### src/rtl/bseq_pkg.sv
package bseq_pkg;
  typedef enum logic {
    ORDER_LINEAR = 1'b0,
    ORDER_XOR    = 1'b1
  } order_e;
endpackage

### src/rtl/bseq_beat_ctr.sv
// Beat index counter: cleared by a load, stepped by an advance.
// Exposes both the registered value and the value it takes at the next edge.
module bseq_beat_ctr #(
  parameter int BEAT_W = 2
) (
  input  logic              clk,
  input  logic              rst,
  input  logic              load,
  input  logic              adv,
  output logic [BEAT_W-1:0] beat_q,
  output logic [BEAT_W-1:0] beat_nxt
);
  always_comb begin
    if (load)     beat_nxt = '0;
    else if (adv) beat_nxt = beat_q + 1'b1;
    else          beat_nxt = beat_q;
  end

  always_ff @(posedge clk) begin
    if (rst) beat_q <= '0;
    else     beat_q <= beat_nxt;
  end
endmodule

### src/rtl/bseq_order_map.sv
// Maps the start bits and a beat index onto the beat address bits.
module bseq_order_map
  import bseq_pkg::*;
#(
  parameter int BEAT_W = 2
) (
  input  logic [BEAT_W-1:0] start,
  input  logic [BEAT_W-1:0] beat,
  input  order_e            order,
  output logic [BEAT_W-1:0] low
);
  logic [BEAT_W-1:0] lin_low;
  logic [BEAT_W-1:0] xor_low;

  // The sum is truncated to BEAT_W bits, which gives the wrap.
  assign lin_low = start + beat;

  genvar b;
  generate
    for (b = 0; b < BEAT_W; b++) begin : g_xor
      assign xor_low[b] = start[b] ^ beat[b];
    end
  endgenerate

  assign low = (order == ORDER_XOR) ? xor_low : lin_low;
endmodule

### src/rtl/burst_addr_seq.sv
module burst_addr_seq
  import bseq_pkg::*;
#(
  parameter int ADDR_W = 17,
  parameter int BEAT_W = 2
) (
  input  logic              clk,
  input  logic              rst,
  input  logic              load_i,
  input  logic [ADDR_W-1:0] start_addr_i,
  input  logic              adv_n_i,
  input  logic              mode_i,
  output logic [ADDR_W-1:0] word_addr_o
);
  localparam int UPPER_W = ADDR_W - BEAT_W;

  logic [BEAT_W-1:0]  start_q, start_nxt;
  logic [BEAT_W-1:0]  beat_q, beat_nxt;
  logic [BEAT_W-1:0]  low_nxt;
  logic [UPPER_W-1:0] upper_nxt;
  order_e             order_q, order_nxt;
  logic               adv;
  logic [ADDR_W-1:0]  word_q;

  assign adv = ~adv_n_i;

  bseq_beat_ctr #(.BEAT_W(BEAT_W)) u_beat (
    .clk      (clk),
    .rst      (rst),
    .load     (load_i),
    .adv      (adv),
    .beat_q   (beat_q),
    .beat_nxt (beat_nxt)
  );

  // Start bits, upper bits and ordering are captured only on a load.
  always_comb begin
    if (load_i) begin
      start_nxt = start_addr_i[BEAT_W-1:0];
      upper_nxt = start_addr_i[ADDR_W-1:BEAT_W];
      order_nxt = order_e'(mode_i);
    end else begin
      start_nxt = start_q;
      upper_nxt = word_q[ADDR_W-1:BEAT_W];
      order_nxt = order_q;
    end
  end

  bseq_order_map #(.BEAT_W(BEAT_W)) u_map (
    .start (start_nxt),
    .beat  (beat_nxt),
    .order (order_nxt),
    .low   (low_nxt)
  );

  always_ff @(posedge clk) begin
    if (rst) begin
      start_q <= '0;
      order_q <= ORDER_LINEAR;
      word_q  <= '0;
    end else begin
      start_q <= start_nxt;
      order_q <= order_nxt;
      word_q  <= {upper_nxt, low_nxt};
    end
  end

  assign word_addr_o = word_q;

  // beat_q only feeds back into the counter's own next-state logic.
  logic unused_beat;
  assign unused_beat = ^beat_q;
endmodule

### config.mk
export PLATFORM = sky130hd
export DESIGN_NAME = burst_addr_seq
export DESIGN_NICKNAME = d
export VERILOG_FILES = /design/src/rtl/bseq_pkg.sv /design/src/rtl/bseq_beat_ctr.sv /design/src/rtl/bseq_order_map.sv /design/src/rtl/burst_addr_seq.sv
export SDC_FILE = /design/constraint.sdc
export NUM_CORES = 1
export LEC_CHECK = 0
export ABC_AREA = 1
export BUFFER_PORTS_ARGS = -buffer_cell sky130_fd_sc_hd__buf_2
export CAP_MARGIN = 20
export CELL_PAD_IN_SITES_DETAIL_PLACEMENT = 0
export CELL_PAD_IN_SITES_GLOBAL_PLACEMENT = 2
export CORE_ASPECT_RATIO = 0.9
export CORE_UTILIZATION = 25
export CTS_BUF_LIST = sky130_fd_sc_hd__clkbuf_8 sky130_fd_sc_hd__clkbuf_16
export DETAILED_ROUTE_END_ITERATION = 6
export PLACE_DENSITY_LB_ADDON = 0.08
export SYNTH_ARGS = -nofsm -noshare
export SYNTH_HDL_FRONTEND = slang
export SYNTH_SLANG_ARGS = --single-unit
export TNS_END_PERCENT = 10
### constraint.sdc
create_clock -name clk -period 2.19 [get_ports clk]
set_input_delay 0.3285 -clock clk [delete_from_list [all_inputs] [get_ports clk]]
set_output_delay 0.3285 -clock clk [all_outputs]
set_load 0.05 [all_outputs]
**Word-level counts from Yosys, hierarchy flattened**

Cells that the tools add are included.

- Add/sub/neg operators: 2
- $mul: 0
- Div/mod/pow operators: 0
- Order comparisons: 0
- Eq/ne operators: 0
- Shift operators: 0
- Multiplexer cells: 5
- Bitwise gates (word level): 2
- Reduce and logical (&&, ||, !) cells: 0

Operator list:

| kind | number |
|---|---|
| $mux 2 | 4 |
| $add 2x1->2 const B | 1 |
| $add 2x2->2 | 1 |
| $xor 1x1->1 | 2 |
| $mux 1 | 1 |

- Bits in registers: 22
- Bits in latches: 0
- Memory bits (writable): 0
- Memory bits (read-only): 0
- Bits of input ports: 22
- Output and inout port bits: 17
- Word-level logic and storage cells: 14
- Memories: 0

**Logic depth before layout (Yosys ltp)**

Gate-level depths: netlist of the first run.

- Depth in word-level cells: 5
- Gate-level depth with buffers: 11
- Gate-level depth less buffers: 10

**By module**

Synthesis of the first run repeated with hierarchy kept, for this count alone.

- Cell total of the unflattened synthesis: 126
- Area, all modules: 909.6 µm²

Modules (own cells, without submodules):

| module | times used | cells an instance | area an instance (µm²) | seq. area each (µm²) |
|---|---|---|---|---|
| burst_addr_seq | 1 | 97 | 745.7 | 400.4 |
| bseq_beat_ctr | 1 | 14 | 96.3 | 40.0 |
| bseq_order_map | 1 | 15 | 67.6 | 0.0 |

**Worst setup path before layout of the first run**

No wires, ideal clock.

- Path type: input-to-reg
- Start: input port load_i
- End: register word_q[1] (netlist: word_addr_o[1])
- Setup time: 114 ps
- Arrival time: 1308 ps
- Data required time: 2076 ps
- Path slack: 768 ps
- Stages on the path: 9
- Buffers on the path: 2
- Cell sequence: buf_4 buf_4 nor3_1 ha_1 nand3_1 nand2_1 nand2_1 nor2_1 nor2_2

- Cells in the longest elaborated chain, start to end: 3
- Elaborated cells on any way between the ends: 6
- Those cells by class: add/sub (1); mux (4); bitwise (1)

Ends and longest elaborated chain:

| what | RTL line | text |
|---|---|---|
| start, declared | burst_addr_seq.sv:9 | `input logic load_i,` |
| $mux 2 | bseq_beat_ctr.sv:14 | `if (load) beat_nxt = '0;` |
| named net beat_nxt[0] | burst_addr_seq.sv:18 | `logic [BEAT_W-1:0] beat_q, beat_nxt;` |
| $add 2x2->2 | bseq_order_map.sv:16 | `assign lin_low = start + beat;` |
| $mux 2 | bseq_order_map.sv:25 | `assign low = (order == ORDER_XOR) ? xor_low : lin_low;` |
| end signal, assigned | burst_addr_seq.sv:64 | `word_q <= {upper_nxt, low_nxt};` |
| end, declared | burst_addr_seq.sv:23 | `logic [ADDR_W-1:0] word_q;` |

The timed path passes the listed nets, and every way through them passes these cells.
A chain may end at the register's enable or synchronous reset.

**Final worst setup path of the first run**

- Start: register u_beat.beat_q[0]
- End: register word_q[1] (netlist: word_addr_o[1])

- Cells in the longest elaborated chain, start to end: 5
- Elaborated cells on any way between the ends: 6
- Those cells by class: add/sub (2); mux (3); bitwise (1)

Ends and longest elaborated chain:

| what | RTL line | text |
|---|---|---|
| start, declared | bseq_beat_ctr.sv:10 | `output logic [BEAT_W-1:0] beat_q,` |
| start signal, assigned | bseq_beat_ctr.sv:21 | `else beat_q <= beat_nxt;` |
| $add 2x1->2 | bseq_beat_ctr.sv:15 | `else if (adv) beat_nxt = beat_q + 1'b1;` |
| $mux 2 (*) | bseq_beat_ctr.sv:15 |  |
| $mux 2 (*) | bseq_beat_ctr.sv:14 |  |
| named net beat_nxt[0] | burst_addr_seq.sv:18 |  |
| $add 2x2->2 (*) | bseq_order_map.sv:16 |  |
| $mux 2 (*) | bseq_order_map.sv:25 |  |

Mark *: on every way through the listed nets, which the timed path passes. The rest lies on a longest branch.

==> impl.org, run 1 <==
** Synth
- Summing the areas of all fa, ha and maj instances in the mapped netlist gives 1.443% of the synthesized area.
- Synthesis produced a netlist whose cell count is 115.
- Multiplexer cells account for 0% of the synthesized area.
- Mapped Area :: 867.1 um2
- The synthesized design contains 22 register bits.
- The synthesized netlist devotes 0% of its cell area to XOR and XNOR gates.
- Synthesis instantiated 18 different standard cells from the library.
- Sequential area share after synthesis :: 50.79%
- Complex-gate fraction of the synthesized area :: 9.235%
- The number of nets handed over by synthesis was 138.
- For this run, the number of Yosys warnings is 0.
- The average instance in the mapped netlist occupies ~7.5 um2.
- By area, the combinational part of the netlist is dominated by simple AND/OR/NAND/NOR gates.
- Summing the areas of all and, or, nand and nor instances in the mapped netlist gives between 30 and 40% of the synthesized area.

** Clock network
- TritonCTS Sinks :: 22
- Clock insertion delay at the later pin of the skew report :: approximately 0.26 ns
- Clock tree synthesis inserted a total of 3 buffers.
- The number of setup buffers added after CTS is 0.
- The cell sitting at the root of the clock tree is a clkbuf_8.
- Clock-pin slew of the registers on the worst-case setup and hold paths :: ~0.080 ns
- Post-CTS Hold Fix Bufs :: 0
- Number of cells upsized or downsized after cts :: 0
- Clock tree from TritonCTS :: done
- H-tree levels :: 1
- Counting along the longest clock path gives a buffer depth of 2.

** Routing
- DR iter-0 viols :: 20
- DRC :: 0
- Routed vias :: roughly 800
- Ratio of routed vias to standard cells :: ~4.1
- Aggregate routed wire length :: 2027 um
- In this run the remaining antenna-violating nets after routing total 0.
- The pre-antenna-repair detailed-routing pass consisted of 3 iterations.
- After detailed routing, the average wire length per cell comes to 10.34 um.

** Floorplanning
- The total area inside the core boundary comes to 3186 um2.
- Effective utilization at floorplan :: a little over a quarter
- The floorplan step defined a die boundary enclosing 3708 um2.
- Row Count :: 19
- The die is 64.08 um wide.
- 39 I/O pins were placed.
- The die is 57.87 um tall.

** Timing
- Minimum clock period after layout :: 1.299 ns
- The final count of pins violating max slew was 0.
- For the pin with the worst max-slew slack, the measured transition is 0.2536 ns.
- Setup repair after global routing left no endpoint under its margin.
- Final Hold Viols :: 0
- Setup violations remaining at the end of the flow were counted as 0.
- In this run the tightest slew margin relative to its limit is between 80% and 90%.
- FMAX :: approximately 770 MHz
- Worst Skew :: roughly 0.0011 ns
- Post-route clock period utilization :: 59.29%
- Final-layout setup total negative slack :: 0 ns

** Setup path
- For this design, the slowest cell found on the critical path is dfxtp_1.
- Total buffers and inverters traversed by the critical path :: 1
- In this run the register-to-register setup slack is 0.89 ns.
- STA puts the critical path data required time at around 2.4 ns.
- Family with the most delay on the worst path :: simple AND/OR/NAND/NOR gates
- Crit. path cell count :: 10
- In this design, the critical path's most frequently occurring cell is nand2_1.
- Kind of start point of the critical path :: register
- The worst register-to-register path ends at word_addr_o[1].
- Data arrival at the endpoint of the critical path :: 1.46 ns
- The critical path starts at u_beat.beat_q[0].
- For this run, the slowest stage of the critical path takes ~0.35 ns.
- The worst register-to-register path begins at u_beat.beat_q[0].
- R2r worst-path depth :: 10
- Maximum fanout encountered on the critical timing path :: 4
- The worst setup path is captured at a register.
- Traced cell by cell, the critical path runs through inv_2 -> nor2_2 -> nor3_1 -> ha_1 -> nand3_1 -> nand2_1 -> nand2_1 -> nand2_1 -> nand2_1 -> nor2_2.
- Worst Setup EP :: word_addr_o[1]
- Worst setup path class :: reg2reg

** Finish
- Fillers :: 356
- Multi-input gate area in the final layout :: around 350 um2
- In the final layout, flip-flops and latches occupy 440.4 um2.
- The post-route netlist has 35.06% of its cells at a drive strength greater than 1.
- 0 antenna diodes ended up in the layout.
- Syn-to-layout area delta :: 31.89%
- Most common cell after layout, fill and taps aside :: buf_2
- Top library cells by usage in the layout, fill and taps aside :: 38 x buf_2, 37 x nor2_1, 22 x dfxtp_1
- Cells fill between 30% and 40% of the core in the end.
- Fin nets :: 178

** Job
- Max cap viols :: 0

** Global routing
- Global routing used about an eighth of the available tracks.
- Sum of overflow across all layers after global routing :: 0
- Number of antenna violations at the first check in global routing :: 0
- Largest net degree at the start of global routing :: 17
- Wire length of the first global-routing pass :: 3491 um
- Vias in the first global route :: approximately 780

** Pwr
- The analysis attributes to cell leakage a power of just under 0.6 nW.
- Dividing total power by cell area gives a power density of 809.1 nW/um2.
- Max IR drop VDD :: 422.0 uV
- Total chip power :: 0.0009253 W

** Min path
- Hold crit path type :: in2reg

** Placement
- Number of port buffers :: 38
- Final Wtd Congestion :: 0.7370
- Summed over all nets, the half-perimeter wirelength after detailed placement is 1506 um.

** Run status
- The flow ran to the end, and the final reports show no timing, DRC or antenna violations.
worst reg2reg max path, delay by kind of cell, from the launching register on:
kind          cells  cell delay, ns
flops             1            0.35
buf+inv           1            0.04
simple gates      8            0.62
fa+ha+maj         1            0.20
cell type report:
cell class,count,area share [%]
clock buffers,4,4.814
repair buffers,40,17.94
flip-flops and latches,22,38.51
inverters,10,3.282
well taps,42,4.595
multi-input cells,78,30.85
where the power goes:
part | switching (W) | internal [W] | total, W | leakage, nW
registers | 0.0000115 | 0.000427 | 0.000439 | 0.183
logic | 0.000139 | 0.0000534 | 0.000192 | 0.380
clock network | 0.000134 | 0.000160 | 0.000294 | 0.0288
state kept, by name (all words and copies together), names as in the netlist:
name and cells:
word_addr_o 17, start_q 2, u_beat.beat_q 2, order_q 1
routing by layer:
metal | routed length [um] | global-route usage (%) | up-vias
met4 | 10 | 3.896 | 0
met1 | 1014 | 16.24 | 344
met5 | 0 | 0 | -
li1 | - | - | 433
met2 | 908 | 20.52 | 22
met3 | 94 | 2.362 | 2
through the flow:
stage	instances	setup WS, ns	instance area [um2]	hold slack [ns]
floorplan	115	0.7676	867.1	0.3976
global placement	192	0.6798	1089	0.4614
detailed placement	192	0.6456	1089	0.4737
CTS	196	0.8810	1144	0.2849
global route	196	0.7538	1144	0.3000
finish	196	0.8914	1144	0.2904
synth_stat cells, drive strengths merged:
master / number / share of area (%)
nand3: 2 / 1.2
nor4: 1 / 1.4
o21ai: 15 / 8.7
inv: 10 / 4.3
a21oi: 1 / 0.58
nand2: 17 / 8.8
nor2: 39 / 17
dfxtp: 22 / 51
buf: 5 / 4.2
nor3: 2 / 1.2
ha: 1 / 1.4
logic make-up after synthesis:
| family | count (synthesis) |
|---|---|
| AOI/OAI and AO/OA | 16 |
| adders and majority gates | 1 |
| buffers and inverters | 15 |
| DFF | 22 |
| and+or+nand+nor | 61 |
worst min-delay path by stage:
stage,from,to,slack (ns),cells after the start
3_5_place_dp,start_q[0],start_q[0],0.47,2
6_report,start_addr_i[3],word_addr_o[3],0.29,3
3_3_place_gp,word_addr_o[14],word_addr_o[14],0.46,2
2_1_floorplan,rst,start_q[0],0.40,1
4_1_cts,start_addr_i[13],word_addr_o[13],0.28,3
5_1_grt,start_addr_i[8],word_addr_o[8],0.30,3
No activity file was read; power rests on OpenSTA's default activity.
==> run 2, diff against run 1 <==
- ABC_AREA: 1 -> 0
- CORE_UTILIZATION: 25 -> 26
- clock period: 2.19 -> 1.3 ns (I/O delays scaled with it)
==> run 2 against run 1 <==
The run now ends with setup timing left. Sequential share of layout area decreased by 1.1 points. Synthesized cell count decreased by 30%. Cell area increased by 3.2%. First-iteration DRC count decreased by 40%. Total power increased by 64%. Area after synthesis decreased by 0.72%. Largest cell class unchanged.
==> impl.org, run 2 <==
** Run status
- The run finished, with violations left.
- The final reports fail on setup timing.

** Setup path
- Family with the most delay on the worst path :: multiplexers
- Tracing the worst setup path back leads to its startpoint at u_beat.beat_q[0].
- At the worst endpoint, the arrival time is 1.67 ns.
- Traced cell by cell, the critical path runs through xor2_2 -> nor2_4 -> ha_4 -> nand2b_1 -> xnor2_1 -> mux2i_1 -> mux2_2.
- Setup slack of the most critical reg-to-reg path :: -0.22 ns
- The worst setup path is captured at a register.
- The slowest stage of the critical path is the dfxtp_2 cell.
- The worst setup path is launched from a register.
- Worst Path Required :: 1.45 ns
- The endpoint identified for the worst register-to-register timing path is word_addr_o[1].
- Worst setup path class :: reg2reg
- The worst register-to-register path begins at u_beat.beat_q[0].
- In this run the worst path has a maximum fanout of 2.
- The number of buffers and inverters on the critical path is 0.
- Largest stage delay on the critical path :: 0.34 ns
- R2r worst-path depth :: 7

** Finish
- Counting the fill cells in the layout gives 328.
- The library cell used most frequently in the layout, excluding fill and tap cells, is buf_2.
- The register with the most flip-flops in the layout has 17 of them.
- The repair_antennas step left the layout with diodes totalling 0.
- Share of final-layout standard cells stronger than drive strength 1 :: 43.80%
- Top library cells by usage in the layout, fill and taps aside :: 38 x buf_2, 21 x dfxtp_1, 19 x mux2i_1, 19 x nor2_1
- From synthesis to final layout, the design area changed by 37.06%.
- At the end of the flow, the number of nets in the layout was 145.

** Synth
- After synthesis the netlist holds a flip-flop and latch count of 22.
- Share of flip-flops with an asynchronous set or reset :: 0%
- Among all flip-flop cells after synthesis, the most frequent one is dfxtp_1.
- Counting every instance in the synthesized netlist gives 80.
- Mean post-synth cell area :: 10.76 um2
- The top cell type by area accounts for around half of the synthesized area.
- Number of synthesized flops with an enable pin :: 0
- The Yosys step of the flow raised 0 warnings.
- Mapped Area :: roughly 860 um2
- Of the synthesized area, sequential elements account for between 50% and 60%.
- Commonest cells in the netlist :: 22 x dfxtp_1, 20 x nor2_1, 19 x mux2i_1
- Top post-synthesis cells by area :: dfxtp_1 51%, mux2i_1 22%, nor2_1 8.7%
- Counting distinct cell types in the post-synthesis netlist gives 14.
- By instance count, the leading cell after synthesis is dfxtp_1.
- Summed over all instances, the cell type with the most area after synthesis is dfxtp_1.
- Synth Net Count :: roughly 100

** Routing
- Detailed routing inserted a total of 659 vias.
- In the routed design, unresolved DRC markers number 0.
- Dividing the detail-routed via count by the number of cells gives just over 4.
- Summed over all layers, the routed wires come to 1606 um.
- For this run, the detailed router's first-pass iteration total came to 4.
- The count of nets left with antenna violations once routing finished came out at 0.
- After the first detailed-routing iteration, the DRC count stood at 12.
- In the final routed layout, each cell accounts on average for 9.853 um.

** Global routing
- Entering global routing, the biggest net connects 22 pins.
- For this run, the total global-route usage over all layers was measured as 10.24%.
- The number of global-route vias before repair was 659.
- The first global-routing pass estimated 2753 um of wire.
- Sum of overflow across all layers after global routing :: 0
- The number of antenna violations at the first check in global routing came to 0.

** Timing
- Setup slack of the critical path after layout :: -0.2163 ns
- Final Hold Viols :: 0
- The final critical path takes up 116.6% of the cycle.
- Worst max-slew margin expressed relative to the limit :: 78.08%
- Final Max Tran Viols :: 0
- The clock arrives with 0.0005240 ns of skew.
- FMAX :: between 600 and 700 MHz
- Summed over all failing endpoints, the final setup total negative slack is -0.2163 ns.
- Unrepaired setup endpoints after global routing :: true
- Slew at the pin closest to its max-slew limit :: 0.3288 ns
- Setup violations, final :: 1
- Minimum clock period after layout :: 1.516 ns

** Placement
- Pre-CTS setup slack :: -0.3461 ns
- Detail Placement HPWL :: 1195 um
- Final Wtd Congestion :: 0.6857
- Number of port buffers :: 38

** Clock network
- CTS built an H-tree with a depth of 1.
- Root buffer cell :: clkbuf_8
- Clock-pin slew of the registers on the worst-case setup and hold paths :: 0.08 ns
- Maximum root-to-sink buffer count :: 2
- Clock tree from TritonCTS :: done
- At the later pin of the worst-skew pair, clock insertion delay measures 0.25 ns.
- The tree built by TritonCTS fans out to 22 sinks.
- Clock tree synthesis inserted a total of 3 buffers.

** Floorplanning
- Die boundary width :: 62.65 um
- Effective utilization at floorplan :: 27.64%
- Area of the core :: 3114 um2
- The die covers 3545 um2.
- During I/O placement, the number of pins put on the boundary was 39.
- Measured along the y axis, the die boundary spans roughly 57 um.
- After floorplanning, the core was divided into 19 placement rows.

** Min path
- Hold-critical path depth :: 3
- The tightest min-delay check is of the in2reg type.
- For hold timing, the worst endpoint is word_addr_o[14].
- Min-delay src :: start_addr_i[14]

** Pwr
- P_leak :: around 0.6 nW
- Power spread over the standard cell area amounts to between 1000 and 1500 nW/um2.
- The worst-case IR drop observed on VDD is 421.3 uV.
- Power comes to ~0.0015 W.

** Job
- The tool flagged a number of max-cap violations equal to 0.
run 2: area by class of cell:
cell class	instances	area, um2	area share, %
clock buffer	4	55.05	4.666
multi-input combinational	53	410.4	34.78
tap	42	52.55	4.454
sequential	22	441.7	37.43
timing repair buffer	42	220.2	18.66
run 2: through the flow:
step	utilization [%]	cells	hold slack [ns]	cell area, um2
finish	37.89	163	0.1681	1180
global route	37.89	163	0.1710	1180
CTS	37.89	163	0.1621	1180
detailed placement	35.52	159	0.4375	1106
global placement	35.52	159	0.4287	1106
floorplan	-	80	0.2759	885.9
run 2: worst max-delay path by stage:
stage,cells after the start,to
2_1_floorplan,9,word_addr_o[1]
3_3_place_gp,7,word_addr_o[1]
3_5_place_dp,7,word_addr_o[1]
4_1_cts,7,word_addr_o[1]
5_1_grt,7,word_addr_o[1]
6_report,7,word_addr_o[1]
run 2: cells by family after synthesis:
| group | Yosys count | synth area share (%) |
|---|---|---|
| XOR/XNOR | 3 | 3.053 |
| adder cells (fa/ha/maj) | 1 | 1.453 |
| buffers and inverters | 5 | 4.361 |
| flip-flops | 22 | 51.16 |
| multiplexers | 21 | 24.71 |
| AND/OR/NAND/NOR | 28 | 15.26 |
run 2: power by group:
group          total (W)  internal (W)  leakage, nW  switching [W]
Combinational   0.000307      0.000109        0.377       0.000198
Sequential      0.000732      0.000715        0.182      0.0000172
Clock           0.000479      0.000269       0.0288       0.000209
Total            0.00152       0.00109        0.587       0.000425
run 2: tightest hold or removal path, stage by stage:
cell and delay [ns]:
buf_2 0.07, mux2i_1 0.05, nor2_1 0.07
run 2: timing repair:
| item | 4_1_cts | 5_1_grt |
|---|---|---|
| hold endpoints to repair | 0 | 0 |
| setup endpoints to repair | 1 | 1 |
| gates cloned | 0 | 0 |
| buffers inserted | 0 | 0 |
| hold buffers | 0 | 0 |
| resized for setup | 3 | 0 |
| pin swaps | 4 | 0 |
run 2: layer usage:
layer	vias up	part of all wire, %	track usage, %
li1	339	-	-
met1	297	46	11.58
met2	21	47	17.08
met3	2	6.1	2.439
met4	0	1.1	6.977
met5	-	0	0
